[src/rtl/dbg_gate_pkg.sv]
package dbg_gate_pkg;

    parameter int unsigned LC_WIDTH  = 32;
    parameter int unsigned POL_WIDTH = 3;

    parameter logic [LC_WIDTH-1:0] LC_CODE_DEV  = 32'hA5A5_A5A5;
    parameter logic [LC_WIDTH-1:0] LC_CODE_PROD = 32'h5A5A_5A5A;
    parameter logic [LC_WIDTH-1:0] LC_CODE_RTN  = 32'h0000_0000;

    typedef enum logic [1:0] {
        LC_DEV,
        LC_PROD,
        LC_RTN,
        LC_BAD
    } lc_class_e;

    typedef enum logic [1:0] {
        ST_IDLE,
        ST_ERASE,
        ST_ATTEST,
        ST_SEALED
    } gate_state_e;

    typedef struct packed {
        logic jtag;
        logic dmi;
        logic halt;
    } dbg_perm_t;

endpackage

[src/rtl/lc_decode.sv]
module lc_decode
    import dbg_gate_pkg::*;
#(
    parameter int unsigned          LCW       = LC_WIDTH,
    parameter logic [LCW-1:0]       CODE_DEV  = LC_CODE_DEV,
    parameter logic [LCW-1:0]       CODE_PROD = LC_CODE_PROD,
    parameter logic [LCW-1:0]       CODE_RTN  = LC_CODE_RTN
) (
    input  logic [LCW-1:0] lc_word,
    output lc_class_e      lc_class
);

    // Exact match only: every other word, including unprogrammed fuses, is invalid.
    always_comb begin
        if (lc_word == CODE_DEV) begin
            lc_class = LC_DEV;
        end else if (lc_word == CODE_PROD) begin
            lc_class = LC_PROD;
        end else if (lc_word == CODE_RTN) begin
            lc_class = LC_RTN;
        end else begin
            lc_class = LC_BAD;
        end
    end

endmodule

[src/rtl/perm_calc.sv]
module perm_calc
    import dbg_gate_pkg::*;
#(
    parameter int unsigned PW       = POL_WIDTH,
    parameter int unsigned JTAG_BIT = 0,
    parameter int unsigned DMI_BIT  = 1,
    parameter int unsigned HALT_BIT = 2
) (
    input  lc_class_e       lc_class,
    input  logic [PW-1:0]   policy,
    input  logic            attest_ok,
    output dbg_perm_t       perm
);

    always_comb begin
        perm = '0;
        unique case (lc_class)
            LC_DEV: begin
                perm.jtag = 1'b1;
                perm.dmi  = 1'b1;
                perm.halt = 1'b1;
            end
            LC_PROD: begin
                perm.jtag = policy[JTAG_BIT];
                perm.dmi  = policy[DMI_BIT];
                perm.halt = policy[HALT_BIT];
            end
            LC_RTN: begin
                // Halt-on-reset is never granted here.
                perm.jtag = attest_ok;
                perm.dmi  = attest_ok;
                perm.halt = 1'b0;
            end
            LC_BAD: begin
                perm = '0;
            end
        endcase
    end

endmodule

[src/rtl/gate_fsm.sv]
module gate_fsm
    import dbg_gate_pkg::*;
#(
    parameter int unsigned PW = POL_WIDTH
) (
    input  logic          clk,
    input  logic          rst_n,
    input  logic          commit,
    input  logic          erase_ack,
    input  logic          attest_pass,
    input  lc_class_e     live_class,
    input  logic [PW-1:0] live_policy,
    input  dbg_perm_t     perm_next,
    output lc_class_e     eff_class,
    output logic [PW-1:0] eff_policy,
    output dbg_perm_t     perm_q,
    output logic          erase_req
);

    gate_state_e   state, state_nx;
    lc_class_e     cls_q;
    logic [PW-1:0] pol_q;
    logic          erase_seen;

    // Before the commit the live inputs feed the calculator; afterwards the latched copies do.
    assign eff_class  = (state == ST_IDLE) ? live_class  : cls_q;
    assign eff_policy = (state == ST_IDLE) ? live_policy : pol_q;

    always_comb begin
        state_nx = state;
        unique case (state)
            ST_IDLE: begin
                if (commit) begin
                    state_nx = (live_class == LC_RTN) ? ST_ERASE : ST_SEALED;
                end
            end
            ST_ERASE: begin
                if (erase_ack) begin
                    state_nx = ST_ATTEST;
                end
            end
            ST_ATTEST: begin
                if (attest_pass) begin
                    state_nx = ST_SEALED;
                end
            end
            ST_SEALED: begin
                state_nx = ST_SEALED;
            end
        endcase
    end

    // State register
    always_ff @(posedge clk or negedge rst_n) begin
        if (!rst_n) begin
            state      <= ST_IDLE;
            cls_q      <= LC_BAD;
            pol_q      <= '0;
            erase_seen <= 1'b0;
        end else begin
            state <= state_nx;
            if (state == ST_IDLE && commit) begin
                cls_q <= live_class;
                pol_q <= live_policy;
            end
            if (state == ST_ERASE && erase_ack) begin
                erase_seen <= 1'b1;
            end
        end
    end

    // Output register
    always_ff @(posedge clk or negedge rst_n) begin
        if (!rst_n) begin
            perm_q    <= '0;
            erase_req <= 1'b0;
        end else begin
            unique case (state)
                ST_IDLE: begin
                    if (commit) begin
                        if (live_class == LC_RTN) begin
                            erase_req <= 1'b1;
                        end else begin
                            perm_q <= perm_next;
                        end
                    end
                end
                ST_ERASE: begin
                    if (erase_ack) begin
                        erase_req <= 1'b0;
                    end
                end
                ST_ATTEST: begin
                    if (attest_pass) begin
                        perm_q <= perm_next;
                    end
                end
                ST_SEALED: begin
                    perm_q    <= perm_q;
                    erase_req <= 1'b0;
                end
            endcase
        end
    end

    assert_quiet_before_commit_R1: assert property (@(posedge clk) disable iff (!rst_n)
        (state == ST_IDLE) |-> (perm_q == '0 && !erase_req));

    assert_erase_only_return_R4: assert property (@(posedge clk) disable iff (!rst_n)
        erase_req |-> (cls_q == LC_RTN));

    assert_no_halt_return_R5: assert property (@(posedge clk) disable iff (!rst_n)
        (cls_q == LC_RTN) |-> !perm_q.halt);

    assert_erase_before_unlock_R6: assert property (@(posedge clk) disable iff (!rst_n)
        (cls_q == LC_RTN && (perm_q.jtag || perm_q.dmi)) |-> erase_seen);

    assert_bad_denies_R7: assert property (@(posedge clk) disable iff (!rst_n)
        (state != ST_IDLE && cls_q == LC_BAD) |-> (perm_q == '0));

    assert_sealed_stable_R8: assert property (@(posedge clk) disable iff (!rst_n)
        (state == ST_SEALED) |=> (state == ST_SEALED && $stable(perm_q) && !erase_req));

endmodule

[src/rtl/dbg_access_gate.sv]
module dbg_access_gate
    import dbg_gate_pkg::*;
#(
    parameter int unsigned LCW = LC_WIDTH,
    parameter int unsigned PW  = POL_WIDTH
) (
    input  logic           clk,
    input  logic           rst_n,
    input  logic [LCW-1:0] lc_word,
    input  logic [PW-1:0]  dbg_policy,
    input  logic           attest_pass,
    input  logic           commit,
    input  logic           erase_ack,
    output logic           jtag_en,
    output logic           dmi_en,
    output logic           halt_en,
    output logic           erase_req
);

    lc_class_e     live_class;
    lc_class_e     eff_class;
    logic [PW-1:0] eff_policy;
    dbg_perm_t     perm_next;
    dbg_perm_t     perm_q;

    lc_decode #(.LCW(LCW)) u_decode (
        .lc_word  (lc_word),
        .lc_class (live_class)
    );

    perm_calc #(.PW(PW)) u_calc (
        .lc_class  (eff_class),
        .policy    (eff_policy),
        .attest_ok (attest_pass),
        .perm      (perm_next)
    );

    gate_fsm #(.PW(PW)) u_fsm (
        .clk         (clk),
        .rst_n       (rst_n),
        .commit      (commit),
        .erase_ack   (erase_ack),
        .attest_pass (attest_pass),
        .live_class  (live_class),
        .live_policy (dbg_policy),
        .perm_next   (perm_next),
        .eff_class   (eff_class),
        .eff_policy  (eff_policy),
        .perm_q      (perm_q),
        .erase_req   (erase_req)
    );

    assign jtag_en = perm_q.jtag;
    assign dmi_en  = perm_q.dmi;
    assign halt_en = perm_q.halt;

endmodule

[config.mk]
export PLATFORM = sky130hd
export DESIGN_NAME = dbg_access_gate
export DESIGN_NICKNAME = d
export VERILOG_FILES = /design/src/rtl/dbg_gate_pkg.sv /design/src/rtl/lc_decode.sv /design/src/rtl/perm_calc.sv /design/src/rtl/gate_fsm.sv /design/src/rtl/dbg_access_gate.sv
export SDC_FILE = /design/constraint.sdc
export NUM_CORES = 1
export LEC_CHECK = 0
export BUFFER_PORTS_ARGS = -buffer_cell sky130_fd_sc_hd__buf_2
export CAP_MARGIN = 30
export CELL_PAD_IN_SITES_DETAIL_PLACEMENT = 0
export CELL_PAD_IN_SITES_GLOBAL_PLACEMENT = 1
export CORE_MARGIN = 2
export CORE_UTILIZATION = 30
export DETAILED_ROUTE_END_ITERATION = 8
export PLACE_DENSITY = 0.75
export SETUP_SLACK_MARGIN = 0.1
export SKIP_LAST_GASP = 1
export SLEW_MARGIN = 15
export SYNTH_ARGS = -nofsm -noshare
export SYNTH_HDL_FRONTEND = slang
export SYNTH_SLANG_ARGS = --single-unit
[constraint.sdc]
create_clock -name clk -period 1.75 [get_ports clk]
set_clock_uncertainty 0.1 [all_clocks]
set_input_delay 0.0875 -clock clk [delete_from_list [all_inputs] [get_ports clk]]
set_output_delay 0.0875 -clock clk [all_outputs]
set_load 0.1 [all_outputs]
==> impl_metrics.py, run 1 <==
metrics = {
    "run_status": {
        "status": "finished, final reports clean",
    },
    "global_route": {
        "grt_use_total_pct": 15.30,
        "grt_max_degree": 12,
        "grt-ovfl-total": 0,
        "antenna_found_initial": 0,
        "grt_pass1_wl_um": 3249,
        "grt_pass1_vias": 824,
    },
    "yosys": {
        "yosysWarnings": 0,
        "synth_edf_count": 0,
        "synthDistinctLibCells": 31,
        "synth_top_family_by_area": "simple AND/OR/NAND/NOR gates",
        "synthCells": 78,
        "synth-xor-area-share_pct": 0,
        "synth_compound_area_share_pct": 19.24,
        "synthTopCellsByCount": "dfrtp_1 (9), nor4_1 (9), nand4_1 (8)",
        "netlist_top_cells_area": "dfrtp_1 (30%), mux2_2 (9.0%), nor4_1 (7.5%), dfstp_2 (7.0%), nand4_1 (6.6%)",
        "synth_area_leader_cell": "dfrtp_1",
        "syn_avg_cell_area_um2": 9.673,
        "syn_nets": 118,
        "yosys.area_share.simple_pct": 26.37,
        "ys_seq_area_share_pct": 36.82,
        "synth.top_cell.area_share_pct": 29.85,
        "ys_seq_elements": 11,
        "synthFlopType": "dfrtp_1",
        "muxShareOfSynthArea_pct": 12.11,
        "synth_area_um2": 754.5,
        "async_flop_share_pct": 100.0,
        "synthAdderAreaFrac_pct": 0,
    },
    "timing": {
        "min_period_ps": 1510,
        "fmax_ghz": 0.6624,
        "whs_ps": 15.43,
        "period_share_pct": 86.27,
        "grt_setup_unrepaired": "false",
        "tns_ps": 0,
        "finalHoldViolations": 0,
        "setup_violations": 0,
        "slew_headroom_pct": 67.87,
        "tightest_slew_ps": 485.2,
        "slew_violations": 0,
    },
    "worst_setup_path": {
        "critPathMaxStageDelay_ps": 480,
        "cp_num_buf_inv": 1,
        "crit_type": "reg2reg",
        "cp_common_cell": "a21oi_1",
        "reg2reg_from": "u_fsm.state[1]",
        "crit_fanout": 9,
        "r2r_cells": 5,
        "path_cells": "nor2_4 > buf_4 > mux2i_2 > a21oi_1 > a21oi_1",
        "start_kind": "flip-flop",
        "cp_slowest_cell": "dfrtp_2",
        "cp.depth": 5,
        "critPathArrivalTime_ps": 1620,
        "crit_family": "flip-flops",
        "cp-startpoint": "u_fsm.state[1]",
        "end_kind": "flip-flop",
        "crit_required_ps": 1860,
    },
    "clocking": {
        "post_cts_buffers": 0,
        "clock_latency_ps": 280,
        "h-tree-depth": 1,
        "cts_root_buffer": "clkbuf_4",
        "cts_inserted_buffers": 3,
        "cts.sinks": 11,
        "clk_pin_slew_ps": 70,
        "clock_path_buffers": 2,
        "cts_tree": "yes",
    },
    "drt": {
        "num_vias": 814,
        "drt_iter0_drc": 2,
        "drc": 0,
        "avgRoutedWirePerCell_um": 11.75,
        "routed_wl_um": 1891,
        "drt_pass1_iterations": 3,
        "drtAntennaViolNets": 0,
        "via_per_inst": 5.056,
    },
    "floorplan": {
        "io_pins": 44,
        "start_util_pct": 31.02,
        "die-height_um": 54.15,
        "chipWidth_um": 54.15,
        "fp.dieArea_mm2": 0.002932,
        "core_area_mm2": 0.002432,
        "row_count": 18,
    },
    "layout": {
        "syn_to_final_growth_pct": 44.94,
        "n_antenna_cell": 0,
        "fin_nets": 172,
        "instances_no_fill": 161,
        "drive_gt1_share_pct": 51.15,
        "fin_util_pct": 44.96,
        "post-route-cell-area_mm2": 0.001094,
    },
    "power_and_ir_drop": {
        "peakVddDrop_uv": 721.4,
        "p_per_area_mw_per_mm2": 734.0,
        "power_leakage_nw": 0.4775,
    },
    "placed_design": {
        "hpwl_um": 1537,
        "place.gp.congestion": 0.8147,
        "placed_cells": 152,
        "port_buffers": 43,
        "post_dp_cell_area_mm2": 0.001011,
    },
    "hold_path": {
        "holdCritPathClass": "in2reg",
        "holdCritStartpoint": "commit",
        "min_path_cells": 3,
    },
    "run": {
        "maxCapViolCount": 0,
    },
}
[where the power goes]
| part | internal, mW | switching [mW] | total (mW) |
|---|---|---|---|
| clock | 0.0885 | 0.0860 | 0.174 |
| sequential | 0.292 | 0.0177 | 0.309 |
| combinational | 0.0873 | 0.231 | 0.319 |
[kinds of logic after synthesis]
group | after synthesis
and+or+nand+nor | 30
AOI/OAI and AO/OA | 21
DFF | 11
muxes | 8
buffers and inverters | 8
[per-stage QoR]
step                power (mW)  worst slack [ps]
floorplan               0.5302             180.4
global placement        0.6234             195.2
detailed placement      0.6260             184.4
CTS                     0.8087             163.0
global route            0.8493             129.7
finish                  0.8027             240.3
[layer usage]
layer | track usage (%) | part of all wire [%]
met1 | 16.38 | 42
met2 | 27.91 | 50
met3 | 5.000 | 5.9
met4 | 5.000 | 1.5
met5 | 0 | 0
[registers in the layout (all words and copies together) (netlist names)]
| register | count |
|---|---|
| u_fsm.pol_q | 3 |
| u_fsm.erase_req | 1 |
| u_fsm.perm_q | 3 |
| u_fsm.cls_q | 2 |
| u_fsm.state | 2 |
[final cells by class]
class                      instances  area, um^2
inverter                           6       22.52
sequential                        11       279.0
tap                               30       37.54
multi-input combinational         59       440.4
fill                             246        1339
timing repair buffer              51       287.8
clock buffer                       4       26.28
[path summary, 6_finish.rpt]
check / to / slack [ps]
hold reg to reg: u_fsm.pol_q[0] / 410
setup reg to reg: u_fsm.perm_q[1] / 240
hold / removal: u_fsm.state[1] / 20
setup / recovery: u_fsm.perm_q[1] / 240
max in group asynchronous: u_fsm.cls_q[0] / 1180
min in group asynchronous: u_fsm.erase_req / 100
[worst register-to-register path: stages, from the launching register on]
cell and delay, ps:
dfrtp_2 480, nor2_4 180, buf_4 160, mux2i_2 260, a21oi_1 110, a21oi_1 150
[cell usage in the layout (no fill, tap or decap), types with 2 or more instances in the layout]
cell / netlist / final
nor4_1: 9 / 9
clkbuf_4: 0 / 3
mux2_2: 6 / 6
dfstp_2: 2 / 2
inv_1: 6 / 6
buf_2: 0 / 43
nand2_1: 4 / 4
nor3_1: 2 / 2
buf_4: 1 / 3
dlygate4sd3_1: 0 / 5
o21ai_0: 6 / 6
a21oi_1: 5 / 5
nand4_1: 8 / 8
dfrtp_1: 9 / 8
[timing repair]
item | CTS | global route
endpoints found under the setup margin | 0 | 3
hold buffers | 5 | 0
hold endpoints to repair | 15 | 0
gates resized for setup | 0 | 2
Note: power is estimated with default switching activity, not from simulation.
==> run 2: changes to the inputs <==
--- a/config.mk
+++ b/config.mk
@@ -10,9 +10,9 @@
 export CELL_PAD_IN_SITES_DETAIL_PLACEMENT = 0
 export CELL_PAD_IN_SITES_GLOBAL_PLACEMENT = 1
 export CORE_MARGIN = 2
-export CORE_UTILIZATION = 30
+export CORE_UTILIZATION = 27
 export DETAILED_ROUTE_END_ITERATION = 8
-export PLACE_DENSITY = 0.75
+export PLACE_DENSITY = 0.71
 export SETUP_SLACK_MARGIN = 0.1
 export SKIP_LAST_GASP = 1
 export SLEW_MARGIN = 15
==> constraint.sdc (replaced) <==
create_clock -name clk -period 1.3 [get_ports clk]
set_clock_uncertainty 0.1 [all_clocks]
set_input_delay 0.065 -clock clk [delete_from_list [all_inputs] [get_ports clk]]
set_output_delay 0.065 -clock clk [all_outputs]
set_load 0.02 [all_outputs]
==> run 2 against run 1 <==
The run now ends with negative setup slack left. Via count increased by 5.9%. Final cell count up 5.0%. Setup slack worse by 380 ps. Utilization down 0.91 points. Non-clock buffer count up 7. Global-route usage down 2.0 points.
==> impl_metrics.py, run 2 (synthesized netlist as in run 1, its figures left out) <==
metrics = {
    "run": {
        "maxCapViolCount": 0,
    },
    "layout": {
        "n_fill_cell": 272,
        "drive_gt1_share_pct": 57.97,
        "n_antenna_cell": 0,
        "seq_area_um2": 280.3,
        "syn_to_final_growth_pct": 58.21,
        "multiInputGateArea_um2": 481.7,
        "fin_nets": 179,
        "most-common-layout-cells": "buf_2 (43), nor4_1 (9), buf_4 (9), nand4_1 (8), dfrtp_1 (7)",
        "fin_util_pct": 44.04,
        "largestRegisters": "u_fsm.perm_q: 3 flops, u_fsm.pol_q: 3 flops",
        "layout_commonest_cell": "buf_2",
    },
    "timing": {
        "tightest_slew_ps": 401.6,
        "period_share_pct": 110.9,
        "setup_slack_ps": -142.1,
        "whs_ps": 35.12,
        "slew_headroom_pct": 73.23,
        "fmax_ghz": 0.6934,
        "grt_setup_unrepaired": "true",
        "slew_violations": 0,
        "finalHoldViolations": 0,
        "min_period_ps": 1442,
        "setup_violations": 7,
    },
    "clocking": {
        "cts_root_buffer": "clkbuf_4",
        "clk_pin_slew_ps": 70,
        "cts_inserted_buffers": 3,
        "clock_path_buffers": 2,
        "cts.sinks": 11,
        "clock_latency_ps": 260,
        "h-tree-depth": 1,
        "cts_tree": "yes",
    },
    "drt": {
        "drc": 0,
        "via_per_inst": 5.101,
        "drt_iter0_drc": 12,
        "avgRoutedWirePerCell_um": 11.85,
        "num_vias": 862,
        "drt_pass1_iterations": 4,
        "drtAntennaViolNets": 0,
        "routed_wl_um": 2002,
    },
    "worst_setup_path": {
        "crit_required_ps": 1350,
        "cp_num_buf_inv": 0,
        "critPathMaxStageDelay_ps": 450,
        "crit_fanout": 5,
        "path_cells": "nor2_4 > mux2_4 > o211ai_1 > o21ai_1",
        "start_kind": "flip-flop",
        "cp_slowest_cell": "dfrtp_2",
        "crit_type": "reg2reg",
        "crit_family": "flip-flops",
        "end_kind": "flip-flop",
        "critPathArrivalTime_ps": 1490,
    },
    "power_and_ir_drop": {
        "power_leakage_nw": 0.5271,
        "p_per_area_mw_per_mm2": 761.8,
        "peakVddDrop_uv": 672.0,
    },
    "run_status": {
        "status": "finished, violations left",
        "violations": "negative setup slack",
    },
    "floorplan": {
        "start_util_pct": 27.84,
        "core_area_mm2": 0.002710,
        "die-height_um": 56.86,
        "fp.dieArea_mm2": 0.003233,
        "io_pins": 44,
        "chipWidth_um": 56.86,
        "row_count": 19,
    },
    "global_route": {
        "grt_pass1_vias": 895,
        "grt_use_total_pct": 13.28,
        "antenna_found_initial": 0,
        "grt-ovfl-total": 0,
        "grt_pass1_wl_um": 3498,
        "grt_max_degree": 12,
    },
    "placed_design": {
        "port_buffers": 43,
        "hpwl_um": 1614,
        "place.gp.congestion": 0.7196,
        "post-place-ws_ps": -242.6,
    },
    "hold_path": {
        "holdCritPathClass": "in2reg",
    },
}
## run 2: changes by cell type in the layout (fill, tap and decap cells not counted), moves of 3 or more
| cell | change |
|---|---|
| buf_4 | +6 |
| mux2_2 | -6 |
| mux2_4 | +6 |
| o21ai_0 | -3 |
| o21ai_1 | +3 |
## run 2: power breakdown
| group | leakage, nW | internal [mW] | switching (mW) |
|---|---|---|---|
| combinational | 0.387 | 0.132 | 0.133 |
| sequential | 0.125 | 0.393 | 0.0264 |
| clock | 0.0150 | 0.119 | 0.107 |
| total | 0.527 | 0.643 | 0.266 |
## run 2: cell type report
| type | instances | share of cell area (%) |
|---|---|---|
| flip-flops and latches | 11 | 23.48 |
| multi-input cells | 59 | 40.36 |
| well taps | 31 | 3.249 |
| repair buffers | 58 | 28.83 |
| clock buffers | 4 | 2.201 |
| inverters | 6 | 1.887 |
## run 2: path summary, 6_finish.rpt
| check | start | slack [ps] | cells past startpoint | to |
|---|---|---|---|---|
| setup / recovery | u_fsm.state[0] | -140 | 4 | u_fsm.perm_q[0] |
| hold / removal | commit | 40 | 3 | u_fsm.state[1] |
| setup reg to reg | u_fsm.state[0] | -140 | 4 | u_fsm.perm_q[0] |
| hold reg to reg | u_fsm.pol_q[2] | 420 | 1 | u_fsm.pol_q[2] |
| max in group asynchronous | rst_n | 740 | 2 | u_fsm.cls_q[0] |
| min in group asynchronous | rst_n | 100 | 2 | u_fsm.perm_q[0] |
## run 2: per-layer routing
layer	share of wire, %	vias up	routed length (um)	global-route usage [%]
li1	-	430	-	-
met1	39	398	772	14.98
met5	0	-	0	0
met4	0	0	0	2.658
met3	6.6	0	132	3.456
met2	55	34	1097	24.92
## run 2: stage by stage
step	instance area, um^2	power, mW	instances	TNS [ps]
2_1_floorplan	768.2	0.5364	78	-686.9
4_1_cts	1166	0.9143	167	-374.6
6_report	1194	0.9093	169	-646.5
3_3_place_gp	1056	0.6593	157	-955.5
5_1_grt	1194	0.9748	169	-1111
3_5_place_dp	1056	0.6621	157	-1131
## run 2: worst reg2reg max path, stage by stage (launching register included)
cell	delay [ps]
dfrtp_2	450
nor2_4	210
mux2_4	320
o211ai_1	160
o21ai_1	80
## run 2: repair_timing
item,in CTS,in global routing
endpoints found under the hold margin,15,0
hold buffers,5,0
buffers inserted,2,2
setup endpoints to repair,8,9
gates resized for setup,9,4
pin swaps,2,3
==> run 3: changes to the inputs <==
--- a/config.mk
+++ b/config.mk
@@ -9,6 +9,7 @@
 export CAP_MARGIN = 30
 export CELL_PAD_IN_SITES_DETAIL_PLACEMENT = 0
 export CELL_PAD_IN_SITES_GLOBAL_PLACEMENT = 1
+export CORE_ASPECT_RATIO = 1.5
 export CORE_MARGIN = 2
 export CORE_UTILIZATION = 27
 export DETAILED_ROUTE_END_ITERATION = 8
==> run 3 against run 2 <==
Non-clock buffer count rose by 1. Sequential power barely moved. The flow still finishes with violations (negative setup slack). Largest power group unchanged. Setup slack improved by 19 ps. Routed wire length rose by 4.0%. Global-route usage rose by 2.0 points. Critical endpoint unchanged.
==> impl_metrics.py, run 3 (synthesized netlist as in run 1, its figures left out) <==
metrics = {
    "run_status": {
        "status": "finished, violations left",
        "violations": "negative setup slack",
    },
    "layout": {
        "instances_no_fill": 176,
        "fin_nets": 180,
        "drive_gt1_share_pct": 58.27,
        "largestRegisters": "u_fsm.perm_q: 3 flops, u_fsm.pol_q: 3 flops",
        "n_antenna_cell": 0,
        "syn_to_final_growth_pct": 64.51,
        "layout_commonest_cell": "buf_2",
        "most-common-layout-cells": "buf_2 (43), nor4_1 (9), nand4_1 (8), buf_4 (8), dfrtp_1 (8)",
        "fin_util_pct": 46.38,
        "post-route-cell-area_mm2": 0.001241,
    },
    "worst_setup_path": {
        "crit_fanout": 6,
        "end_kind": "flip-flop",
        "crit_required_ps": 1320,
        "crit_type": "reg2reg",
        "critPathArrivalTime_ps": 1440,
        "start_kind": "flip-flop",
    },
    "power_and_ir_drop": {
        "power_leakage_nw": 0.5460,
        "peakVddDrop_uv": 461.5,
        "p_per_area_mw_per_mm2": 825.5,
    },
    "placed_design": {
        "place.gp.congestion": 0.7311,
        "port_buffers": 43,
        "post_dp_cell_area_mm2": 0.001071,
        "placed_cells": 164,
        "post-place-ws_ps": -239.8,
        "hpwl_um": 1738,
    },
    "drt": {
        "drc": 0,
        "drtAntennaViolNets": 0,
        "avgRoutedWirePerCell_um": 11.83,
        "drt_pass1_iterations": 4,
        "routed_wl_um": 2082,
        "num_vias": 882,
        "via_per_inst": 5.011,
        "drt_iter0_drc": 9,
    },
    "floorplan": {
        "chipWidth_um": 47.16,
        "fp.dieArea_mm2": 0.003242,
        "row_count": 23,
        "start_util_pct": 28.19,
        "core_area_mm2": 0.002676,
        "io_pins": 44,
        "die-height_um": 68.74,
    },
    "global_route": {
        "grt-ovfl-total": 0,
        "grt_use_total_pct": 15.25,
        "grt_max_degree": 12,
        "top_usage_layer": "met2",
        "met1_usage_pct": 16.56,
        "grt_pass1_wl_um": 3574,
        "grt_pass1_vias": 888,
        "grtUsageMet3_pct": 1.042,
        "use_met2_pct": 28.42,
        "antenna_found_initial": 0,
    },
    "timing": {
        "period_share_pct": 109.4,
        "slew_violations": 0,
        "fmax_ghz": 0.7029,
        "setup_violations": 7,
        "grt_setup_unrepaired": "true",
        "tightest_slew_ps": 380.2,
        "finalHoldViolations": 0,
        "setup_slack_ps": -122.7,
        "min_period_ps": 1423,
        "slew_headroom_pct": 74.65,
        "tns_ps": -540.0,
    },
    "clocking": {
        "cts.sinks": 11,
        "clock_path_buffers": 2,
        "clk_pin_slew_ps": 50,
        "cts_inserted_buffers": 3,
        "cts_tree": "yes",
        "h-tree-depth": 1,
        "cts_root_buffer": "clkbuf_8",
        "clock_latency_ps": 240,
    },
    "run": {
        "maxCapViolCount": 0,
    },
    "hold_path": {
        "holdCritPathClass": "in2reg",
    },
}
[run 3: worst max-delay path: stages, from the launching register on]
cell and delay (ps):
dfrtp_2 450, nor2_4 200, mux2_4 320, o211ai_1 150, o21ai_1 80
[run 3: worst paths after layout]
kind | startpoint | endpoint | slack [ps] | depth (start not counted)
setup / recovery | u_fsm.state[1] | u_fsm.perm_q[0] | -120 | 4
hold / removal | attest_pass | u_fsm.state[0] | 20 | 3
setup reg to reg | u_fsm.state[1] | u_fsm.perm_q[0] | -120 | 4
hold reg to reg | u_fsm.pol_q[2] | u_fsm.pol_q[2] | 410 | 1
max in group asynchronous | rst_n | u_fsm.cls_q[0] | 710 | 2
min in group asynchronous | rst_n | u_fsm.erase_req | 120 | 2
[run 3: routing by layer]
layer,share of wire [%],wire [um],vias up
met2,54,1134,40
met3,6.3,131,4
met5,0,0,-
met4,1.8,38,0
li1,-,-,433
met1,37,778,405
[run 3: power by group]
| group | internal [mW] | switching, mW |
|---|---|---|
| Clock | 0.215 | 0.130 |
| Combinational | 0.129 | 0.134 |
| Sequential | 0.394 | 0.0228 |
| Total | 0.738 | 0.286 |
[run 3: stage by stage]
stage	hold slack [ps]	power, mW
after floorplan	-330.6	0.5364
after global routing	59.36	1.084
after global placement	-145.8	0.6602
final	22.01	1.025
after detailed placement	-153.5	0.6669
after CTS	32.40	1.033
[run 3: timing repair]
action,CTS,global route
buffers inserted,2,1
resized for setup,6,11
endpoints found under the setup margin,8,11
pin swaps,2,3
hold buffers,5,0
hold endpoints to repair,15,0
[run 3: cell type report]
class	instances	area, um^2
clock buffers	4	45.04
flip-flops and latches	11	279.0
multi-input cells	59	486.7
inverters	6	25.02
repair buffers	59	359.1
fillers	256	1435
well taps	37	46.29
